==> src/rtl/ram_arb_pkg.sv <==
package ram_arb_pkg;

  typedef enum logic [1:0] {
    OWN_FREE = 2'd0,
    OWN_CPU  = 2'd1,
    OWN_SLV  = 2'd2
  } owner_t;

  // strict greater-than between a count and a threshold
  function automatic logic exceeds(input int unsigned count, input int unsigned thr);
    return count > thr;
  endfunction

  // ownership transition rule; hand-overs outrank normal releases
  function automatic owner_t next_owner(
    input owner_t cur,
    input logic   cpu_req,
    input logic   slv_req,
    input logic   cpu_release,
    input logic   slv_take,
    input logic   cpu_take,
    input logic   slv_done
  );
    owner_t nxt;
    unique case (cur)
      OWN_FREE: nxt = cpu_req ? OWN_CPU : (slv_req ? OWN_SLV : OWN_FREE);
      OWN_CPU:  nxt = slv_take ? OWN_SLV : (cpu_release ? OWN_FREE : OWN_CPU);
      OWN_SLV:  nxt = cpu_take ? OWN_CPU : (slv_done ? OWN_FREE : OWN_SLV);
      default:  nxt = OWN_FREE;
    endcase
    return nxt;
  endfunction

endpackage

==> src/rtl/ram_arb_sat_cnt.sv <==
module ram_arb_sat_cnt #(
  parameter int W = 9
) (
  input  logic         clk,
  input  logic         rst_n,
  input  logic         clear,
  output logic [W-1:0] count
);
  localparam logic [W-1:0] TOP = '1;
  localparam logic [W-1:0] ONE = {{(W-1){1'b0}}, 1'b1};

  logic at_top;
  assign at_top = (count == TOP);

  always_ff @(posedge clk or negedge rst_n) begin
    if (!rst_n)       count <= '0;
    else if (clear)   count <= '0;
    else if (!at_top) count <= count + ONE;
  end

  // a full counter stays full unless cleared
  assert_no_wrap_R9: assert property (@(posedge clk) disable iff (!rst_n)
    (at_top && !clear) |=> (count == TOP));

endmodule

==> src/rtl/ram_arb_fsm.sv <==
module ram_arb_fsm
  import ram_arb_pkg::*;
(
  input  logic   clk,
  input  logic   rst_n,
  input  logic   cpu_req,
  input  logic   slv_req,
  input  logic   cpu_release,
  input  logic   slv_take,
  input  logic   cpu_take,
  input  logic   slv_done,
  output owner_t owner,
  output owner_t owner_nxt
);
  assign owner_nxt = next_owner(owner, cpu_req, slv_req, cpu_release,
                                slv_take, cpu_take, slv_done);

  always_ff @(posedge clk or negedge rst_n) begin
    if (!rst_n) owner <= OWN_FREE;
    else        owner <= owner_nxt;
  end

  // a forced processor hand-over always lands in processor ownership
  assert_cpu_force_R6: assert property (@(posedge clk) disable iff (!rst_n)
    (owner == OWN_SLV && cpu_take) |=> (owner == OWN_CPU));

  // slave completion without a hand-over frees the RAM
  assert_slv_release_R7: assert property (@(posedge clk) disable iff (!rst_n)
    (owner == OWN_SLV && !cpu_take && slv_done) |=> (owner == OWN_FREE));

endmodule

==> src/rtl/ram_owner_arb.sv <==
module ram_owner_arb
  import ram_arb_pkg::*;
#(
  parameter int THR_W = 8
) (
  input  logic             clk,
  input  logic             rst_n,
  input  logic             cpu_req,
  input  logic             cpu_done,
  input  logic             slv_req,
  input  logic             slv_done,
  input  logic [THR_W-1:0] min_own_i,
  input  logic [THR_W-1:0] slv_lim_i,
  input  logic [THR_W-1:0] cpu_lim_i,
  output logic             cpu_grant,
  output logic             slv_grant
);
  localparam int CNT_W = THR_W + 1;
  localparam int NPORT = 2;   // index 0: processor, 1: slave

  owner_t             owner, owner_nxt;
  logic [CNT_W-1:0]   dwell;
  logic [CNT_W-1:0]   pend [NPORT];
  logic [NPORT-1:0]   req_v, gnt_v;
  logic [THR_W-1:0]   lim_v [NPORT];
  logic [NPORT-1:0]   overdue_v;

  // named events used by the next-state rule and the assertions
  logic moving, window_open, cpu_release, slv_take, cpu_take;

  assign cpu_grant = (owner == OWN_CPU);
  assign slv_grant = (owner == OWN_SLV);

  assign req_v = {slv_req, cpu_req};
  assign gnt_v = {slv_grant, cpu_grant};
  assign lim_v[0] = cpu_lim_i;
  assign lim_v[1] = slv_lim_i;

  assign moving = (owner_nxt != owner);

  ram_arb_sat_cnt #(.W(CNT_W)) u_dwell (
    .clk   (clk),
    .rst_n (rst_n),
    .clear (moving),
    .count (dwell)
  );

  for (genvar p = 0; p < NPORT; p++) begin : g_pend
    logic idle;
    assign idle = !req_v[p] || gnt_v[p];

    ram_arb_sat_cnt #(.W(CNT_W)) u_pend (
      .clk   (clk),
      .rst_n (rst_n),
      .clear (idle),
      .count (pend[p])
    );

    assign overdue_v[p] = req_v[p] &&
                          exceeds(32'(pend[p]), 32'(lim_v[p]));
  end

  assign window_open = exceeds(32'(dwell), 32'(min_own_i));
  assign cpu_release = cpu_done && window_open;
  assign slv_take    = window_open && overdue_v[1];
  assign cpu_take    = overdue_v[0];

  ram_arb_fsm u_fsm (
    .clk         (clk),
    .rst_n       (rst_n),
    .cpu_req     (cpu_req),
    .slv_req     (slv_req),
    .cpu_release (cpu_release),
    .slv_take    (slv_take),
    .cpu_take    (cpu_take),
    .slv_done    (slv_done),
    .owner       (owner),
    .owner_nxt   (owner_nxt)
  );

  // grants never overlap
  assert_grant_excl_R10: assert property (@(posedge clk) disable iff (!rst_n)
    !(cpu_grant && slv_grant));

  // processor wins a free RAM
  assert_free_cpu_R2: assert property (@(posedge clk) disable iff (!rst_n)
    (!cpu_grant && !slv_grant && cpu_req) |=> cpu_grant);

  // the slave is held off while the processor window is still closed
  assert_cpu_window_R8: assert property (@(posedge clk) disable iff (!rst_n)
    (cpu_grant && !window_open) |=> !slv_grant);

  // an overdue slave takes the RAM once the window has opened
  assert_slv_force_R5: assert property (@(posedge clk) disable iff (!rst_n)
    (cpu_grant && slv_take) |=> slv_grant);

endmodule

==> config.mk <==
export PLATFORM = sky130hd
export DESIGN_NAME = ram_owner_arb
export DESIGN_NICKNAME = d
export VERILOG_FILES = /design/src/rtl/ram_arb_pkg.sv /design/src/rtl/ram_arb_sat_cnt.sv /design/src/rtl/ram_arb_fsm.sv /design/src/rtl/ram_owner_arb.sv
export SDC_FILE = /design/constraint.sdc
export NUM_CORES = 1
export LEC_CHECK = 0
export BUFFER_PORTS_ARGS = -buffer_cell sky130_fd_sc_hd__buf_2
export CORE_MARGIN = 2
export CORE_UTILIZATION = 53
export CTS_BUF_LIST = sky130_fd_sc_hd__clkbuf_8
export DETAILED_ROUTE_END_ITERATION = 10
export HOLD_SLACK_MARGIN = 0.06
export PLACE_DENSITY = 0.78
export RECOVER_POWER = 50
export SLEW_MARGIN = 25
export SYNTH_ARGS = -nofsm -noshare
export SYNTH_HDL_FRONTEND = slang
export SYNTH_SLANG_ARGS = --single-unit
==> constraint.sdc <==
create_clock -name clk -period 1.62 [get_ports clk]
set_input_delay 0.324 -clock clk [delete_from_list [all_inputs] [get_ports clk]]
set_output_delay 0.324 -clock clk [all_outputs]
set_load 0.05 [all_outputs]
==> impl_metrics.yaml, run 1 <==
sta:
  finalClockSkew_ps: 4.77
  fin_crit_sh_pct: 116
  min_period_ps: 1880
  worst_slack_ps: -263
  worst_pin_slew_ps: 740
  hold_violations: 0
  setup_viol: 20
  rsz0062_at_grt: "yes"
  fin_setup_tns_ps: -3430
  max_freq_mhz: 531
  drv_slew: 0
  slew_headroom_pct: 50.6
cells_and_area:
  final_core_util_pct: 78.1
  antennaDiodeCount: 0
  area_growth_pct: 44.7
  multi_input_area_sq_um: 1530
  layout_commonest_cell: "buf_4"
  mostFrequentLayoutCells: "buf_4, nor2_1, buf_2"
  nFillCells: 244
  final_net_count: 381
  drive_gt1_share_pct: 41.0
  regArea_sq_um: 727
clocking:
  cts-htree-levels: 2
  cts_tree: "done"
  worstSkewPairLatency_ps: 290
  cts_buffer_depth: 2
  cts_sinks: 29
  cts-buffers-inserted: 5
  clk_pin_slew_ps: 60
  cts-root-buf: "clkbuf_8"
power:
  leakage_nw: 1.53
  peakVddDrop_uv: 844
  power_density_nw_per_um2: 819
floorplan:
  start_util_pct: 54.0
  dieArea_sq_um: 4540
  coreArea_sq_um: 3940
  io_pins: 32
  rows: 23
  die_h_um: 67.4
  die_x_um: 67.4
placement:
  dpl.hpwl_um: 3540
  gp_congestion: 0.810
  io_buffers: 31
synthesis:
  synth_edf_count: 0
  ys.flop_type: "dfrtp_1"
  synth.top_cell.area_share_pct: 34.1
  seq_area_frac_synth_pct: 34.1
  syn-instance-count: 233
  synthesis.nets: 293
  yosys.cell_types.count: 42
  syn_avg_cell_area_sq_um: 9.13
  synth_top_cell_by_area: "dfrtp_1"
  synth_warnings: 0
  syn_area_sq_um: 2130
  synthTopCellsByArea: "dfrtp_1, ha_1, nor2_1"
  ys_seq_elements: 29
  synthArstFlopShare_pct: 100
run_status:
  status: "finished, violations left"
  violations: "negative setup slack"
grt:
  antenna_found_initial: 0
  grt_pass1_wl_um: 8310
  grt.overflow.total: 0
  grt_usage_pct: 24.4
  grt_max_degree: 30
  grt_pass1_vias: 1935
setup_path:
  path_class: "reg -> reg"
  worstPathArrival_ps: 2050
  worstSetupEndpointType: "flip-flop"
  critPathLaunchType: "flip-flop"
  critPathRequiredTime_ps: 1790
  cp_max_fo: 5
detailed_routing:
  first_pass_iters: 4
  route.detailed.drc: 0
  wire_per_inst_um: 15.5
  viasPerCell: 5.37
  dr_total_vias: 1999
  routed_wirelength_um: 5770
  postRouteAntennaNets: 0
  drtIter0Drc: 78
flow_run:
  cap_violations: 0
min_path:
  hold_class: "in -> async"
==> kinds of logic after synthesis <==
kind of cell    after synthesis  share of synthesized area [%]
mux                           6                           2.82
compound gates               33                           11.8
buf+inv                      31                           5.53
fa+ha+maj                    30                           17.6
xor+xnor                     19                           7.82
simple gates                 85                           20.3
flops                        29                           34.1
==> where the power goes <==
part | total [mW] | switching [mW] | leakage (nW) | internal [mW]
Sequential | 0.919 | 0.105 | 0.393 | 0.815
Combinational | 1.03 | 0.574 | 1.09 | 0.455
Clock | 0.575 | 0.285 | 0.0491 | 0.290
==> repair_timing <==
| item | CTS | global route |
|---|---|---|
| hold buffers | 0 | 0 |
| buffers inserted | 9 | 7 |
| cloned | 1 | 0 |
| pin swaps | 23 | 24 |
| gates resized for setup | 11 | 31 |
| endpoints found under the setup margin | 21 | 28 |
==> per-layer routing <==
layer | vias up | track usage, % | wire length, um
met5 | - | 0 | 0
met4 | 0 | 8.67 | 105
met3 | 13 | 4.83 | 275
met2 | 54 | 42.6 | 2990
met1 | 950 | 30.0 | 2410
li1 | 982 | - | -
==> critical path: stages (launching register included) <==
cell      delay (ps)
dfrtp_1          400
ha_1             330
inv_1             80
o21ai_0          220
o211ai_2         140
or3_4            380
o211ai_4         130
nor2_1            80
==> cells in the mapped netlist, drive strengths merged, types with 2 or more instances <==
library cell and number:
nand4b 5, a21oi 12, a211oi 2, ha 30, or3 4, nor2 39, mux2i 6, nand2 12
a211o 2, inv 29, o21ai 5, nand3 9, xor2 12, dfrtp 29, nand4 7, xnor2 7
o211ai 3, nor2b 4, o22ai 2
==> state kept, by name, indices dropped and copies added (netlist names) <==
register and count:
g_pend.u_pend.count 18, u_fsm.owner 2, u_dwell.count 9
==> cell type report <==
cell class	count	share of cell area, %
repair buffers	82	18.4
clock buffers	5	2.23
flip-flops and latches	29	23.6
well taps	50	2.03
inverters	29	3.53
clock inverters	3	0.447
multi-input cells	174	49.8
==> final timing paths <==
check                                          endpoint  cells after the start                                   from  slack (ps)
hold reg to reg                u_fsm.owner[1]$_DFF_PN0_                      1               u_fsm.owner[1]$_DFF_PN0_         620
setup / recovery           u_dwell.count[7]$_DFFE_PN0P_                      7  g_pend[0].u_pend.count[7]$_DFFE_PN0P_        -260
min in group clk               u_fsm.owner[0]$_DFF_PN0_                      3                               cpu_done         410
hold / removal             u_dwell.count[1]$_DFFE_PN0P_                      1                                  rst_n          90
setup reg to reg           u_dwell.count[7]$_DFFE_PN0P_                      7  g_pend[0].u_pend.count[7]$_DFFE_PN0P_        -260
max in group asynchronous      u_fsm.owner[0]$_DFF_PN0_                      1                                  rst_n        1020
==> through the flow <==
| stage | power (mW) | instances | setup WS, ps | area, sq um | hold WS, ps |
|---|---|---|---|---|---|
| after global placement | 1.75 | 352 | -281 | 2690 | 385 |
| after floorplan | 1.46 | 233 | -118 | 2190 | 28.4 |
| final | 2.52 | 372 | -263 | 3080 | 88.4 |
| after detailed placement | 1.78 | 352 | -343 | 2690 | 386 |
| after global routing | 2.66 | 372 | -351 | 3080 | 156 |
| after CTS | 2.44 | 370 | -210 | 2920 | 84.0 |
Power figures use the tool's default switching activity.
==> inputs of run 2 (changes only) <==
--- a/config.mk
+++ b/config.mk
@@ -6,12 +6,15 @@
 export NUM_CORES = 1
 export LEC_CHECK = 0
 export BUFFER_PORTS_ARGS = -buffer_cell sky130_fd_sc_hd__buf_2
+export CELL_PAD_IN_SITES_DETAIL_PLACEMENT = 0
+export CELL_PAD_IN_SITES_GLOBAL_PLACEMENT = 2
 export CORE_MARGIN = 2
-export CORE_UTILIZATION = 53
+export CORE_UTILIZATION = 39
 export CTS_BUF_LIST = sky130_fd_sc_hd__clkbuf_8
+export CTS_CLUSTER_DIAMETER = 150
 export DETAILED_ROUTE_END_ITERATION = 10
 export HOLD_SLACK_MARGIN = 0.06
-export PLACE_DENSITY = 0.78
+export PLACE_DENSITY_LB_ADDON = 0.1
 export RECOVER_POWER = 50
 export SLEW_MARGIN = 25
 export SYNTH_ARGS = -nofsm -noshare
==> constraint.sdc (replaced) <==
create_clock -name clk -period 2.3 [get_ports clk]
set_input_delay 0.46 -clock clk [delete_from_list [all_inputs] [get_ports clk]]
set_output_delay 0.46 -clock clk [all_outputs]
set_load 0.05 [all_outputs]
==> run 2 against run 1 <==
The run ends with max-capacitance violations, max-slew violations left. Clock power decreased by 7.3%. Via count down 18%. Register-to-register slack better by 540 ps. Clock-buffer cell count is 1 higher. Global-route usage down 9.3 points. Sequential cell count stayed put. Power down 34%. Cell count fell by 8.6%. Utilization shrank 30 points. Die area grew 34%. Sequential share of layout area increased by 5.7 points. Critical endpoint is now u_dwell.count[2]$_DFFE_PN0P_. Largest power group is now sequential cells. Highest routed layer unchanged.
==> impl_metrics.yaml, run 2 (same netlist as run 1, synthesis figures left out) <==
run_status:
  status: "finished, violations left"
  violations: "max-capacitance violations, max-slew violations"
setup_path:
  endpoint: "u_dwell.count[2]$_DFFE_PN0P_"
  crit_cells: 7
  cpPeakStageDelay_ps: 450
  worstSetupStartpoint: "g_pend[0].u_pend.count[3]$_DFFE_PN0P_"
  worstSetupEndpointType: "flip-flop"
  critPathLaunchType: "flip-flop"
  r2r_cells: 7
  path_class: "reg -> reg"
  worstPathArrival_ps: 2170
  r2r_setup_slack_ps: 270
  cp_cell_sequence: "ha_1 -> nand4_1 -> o221ai_1 -> o211ai_2 -> or3_4 -> o211ai_4 -> nor2_1"
  reg2reg_to: "u_dwell.count[2]$_DFFE_PN0P_"
  r2r-start: "g_pend[0].u_pend.count[3]$_DFFE_PN0P_"
  critPathRequiredTime_ps: 2450
  crit_slowest_cell: "dfrtp_1"
  critPathBufInv: 0
  crit_family: "simple AND/OR/NAND/NOR gates"
  cp_max_fo: 9
detailed_routing:
  dr_total_vias: 1640
  drtIter0Drc: 36
  routed_wirelength_um: 4030
  first_pass_iters: 4
  wire_per_inst_um: 11.9
  route.detailed.drc: 0
  viasPerCell: 4.82
  postRouteAntennaNets: 0
power:
  peakVddDrop_uv: 454
  power_density_nw_per_um2: 677
  p_total_mw: 1.68
  leakage_nw: 1.28
flow_run:
  cap_violations: 1
cells_and_area:
  fin_cells: 340
  reg_top3: "g_pend.u_pend.count x18, u_dwell.count x9, u_fsm.owner x2"
  final_net_count: 329
  nFillCells: 494
  antennaDiodeCount: 0
  layout_commonest_cell: "nor2_1"
  final_area_sq_um: 2480
  mostFrequentLayoutCells: "nor2_1, ha_1, buf_2"
  largest-register: "g_pend.u_pend.count"
  area_growth_pct: 16.4
  largest_reg_flops: 18
  drive_gt1_share_pct: 17.8
min_path:
  hold_class: "in -> reg"
sta:
  fin_setup_tns_ps: 0
  rsz0062_at_grt: "no"
  slew_headroom_pct: -3.04
  hold_violations: 0
  worst_pin_slew_ps: 1550
  min_period_ps: 2030
  drv_slew: 30
  fin_crit_sh_pct: 88.1
  finalClockSkew_ps: 5.79
  max_freq_mhz: 493
  setup_viol: 0
placement:
  dpl.hpwl_um: 3260
  io_buffers: 31
  gp_congestion: 0.790
  dp_cells: 332
  post_dp_cell_area_sq_um: 2360
floorplan:
  rows: 26
  start_util_pct: 41.1
  die_x_um: 77.9
  die_h_um: 77.9
  dieArea_sq_um: 6060
  coreArea_sq_um: 5170
  io_pins: 32
clocking:
  postCtsHoldBufs: 0
  ctsResizeCount: 0
  cts_sinks: 29
  worstSkewPairLatency_ps: 270
  cts-htree-levels: 2
  cts_buffer_depth: 2
  cts_tree: "done"
  clk_pin_slew_ps: 60
  post_cts_buffers: 0
  cts-buffers-inserted: 5
  cts-root-buf: "clkbuf_8"
grt:
  grt.overflow.total: 0
  antenna_found_initial: 0
  grt_usage_pct: 15.1
  grt_pass1_wl_um: 7350
  grt_max_degree: 30
  grt_pass1_vias: 1658
==> run 2: worst reg2reg max path: stages, from the launching register on <==
cell and delay [ps]:
dfrtp_1 450, ha_1 320, nand4_1 110, o221ai_1 220, o211ai_2 150, or3_4 370, o211ai_4 160, nor2_1 110
==> run 2: final cells by class <==
type	count	area (sq um)	area share (%)
clock buffer	6	82.6	3.33
clock inverter	2	33.8	1.36
inverter	29	109	4.39
multi-input combinational	173	1280	51.9
sequential	29	726	29.3
tap	70	87.6	3.54
timing repair buffer	31	154	6.21
==> run 2: metal layers <==
metal / wire length, um / up-vias / global-route usage [%]
met4: 39 / 0 / 4.29
met3: 163 / 5 / 3.60
met5: 0 / - / 0
li1: - / 872 / -
met2: 1790 / 33 / 23.7
met1: 2030 / 730 / 20.8
==> run 2: power breakdown <==
part	switching, mW	internal [mW]	leakage, nW
combinational	0.297	0.191	0.821
sequential	0.0845	0.572	0.394
clock	0.185	0.348	0.0626
==> run 2: through the flow <==
| stage | worst slack [ps] | hold slack [ps] | utilization (%) |
|---|---|---|---|
| after floorplan | 440 | 164 | - |
| final | 274 | 516 | 47.9 |
| after global routing | 122 | 522 | 47.9 |
| after detailed placement | 109 | 536 | 45.7 |
| after CTS | 234 | 235 | 47.9 |
| after global placement | 147 | 533 | 45.7 |
==> run 2: worst min-delay path by stage <==
stage,startpoint,end,slack (ps),depth (start not counted)
6_report,cpu_done,u_fsm.owner[0]$_DFF_PN0_,520,3
3_5_place_dp,rst_n,g_pend[0].u_pend.count[1]$_DFFE_PN0P_,540,1
2_1_floorplan,rst_n,g_pend[0].u_pend.count[0]$_DFFE_PN0P_,160,0
3_3_place_gp,rst_n,g_pend[0].u_pend.count[1]$_DFFE_PN0P_,530,1
5_1_grt,cpu_done,u_fsm.owner[0]$_DFF_PN0_,520,3
4_1_cts,rst_n,u_dwell.count[1]$_DFFE_PN0P_,240,1
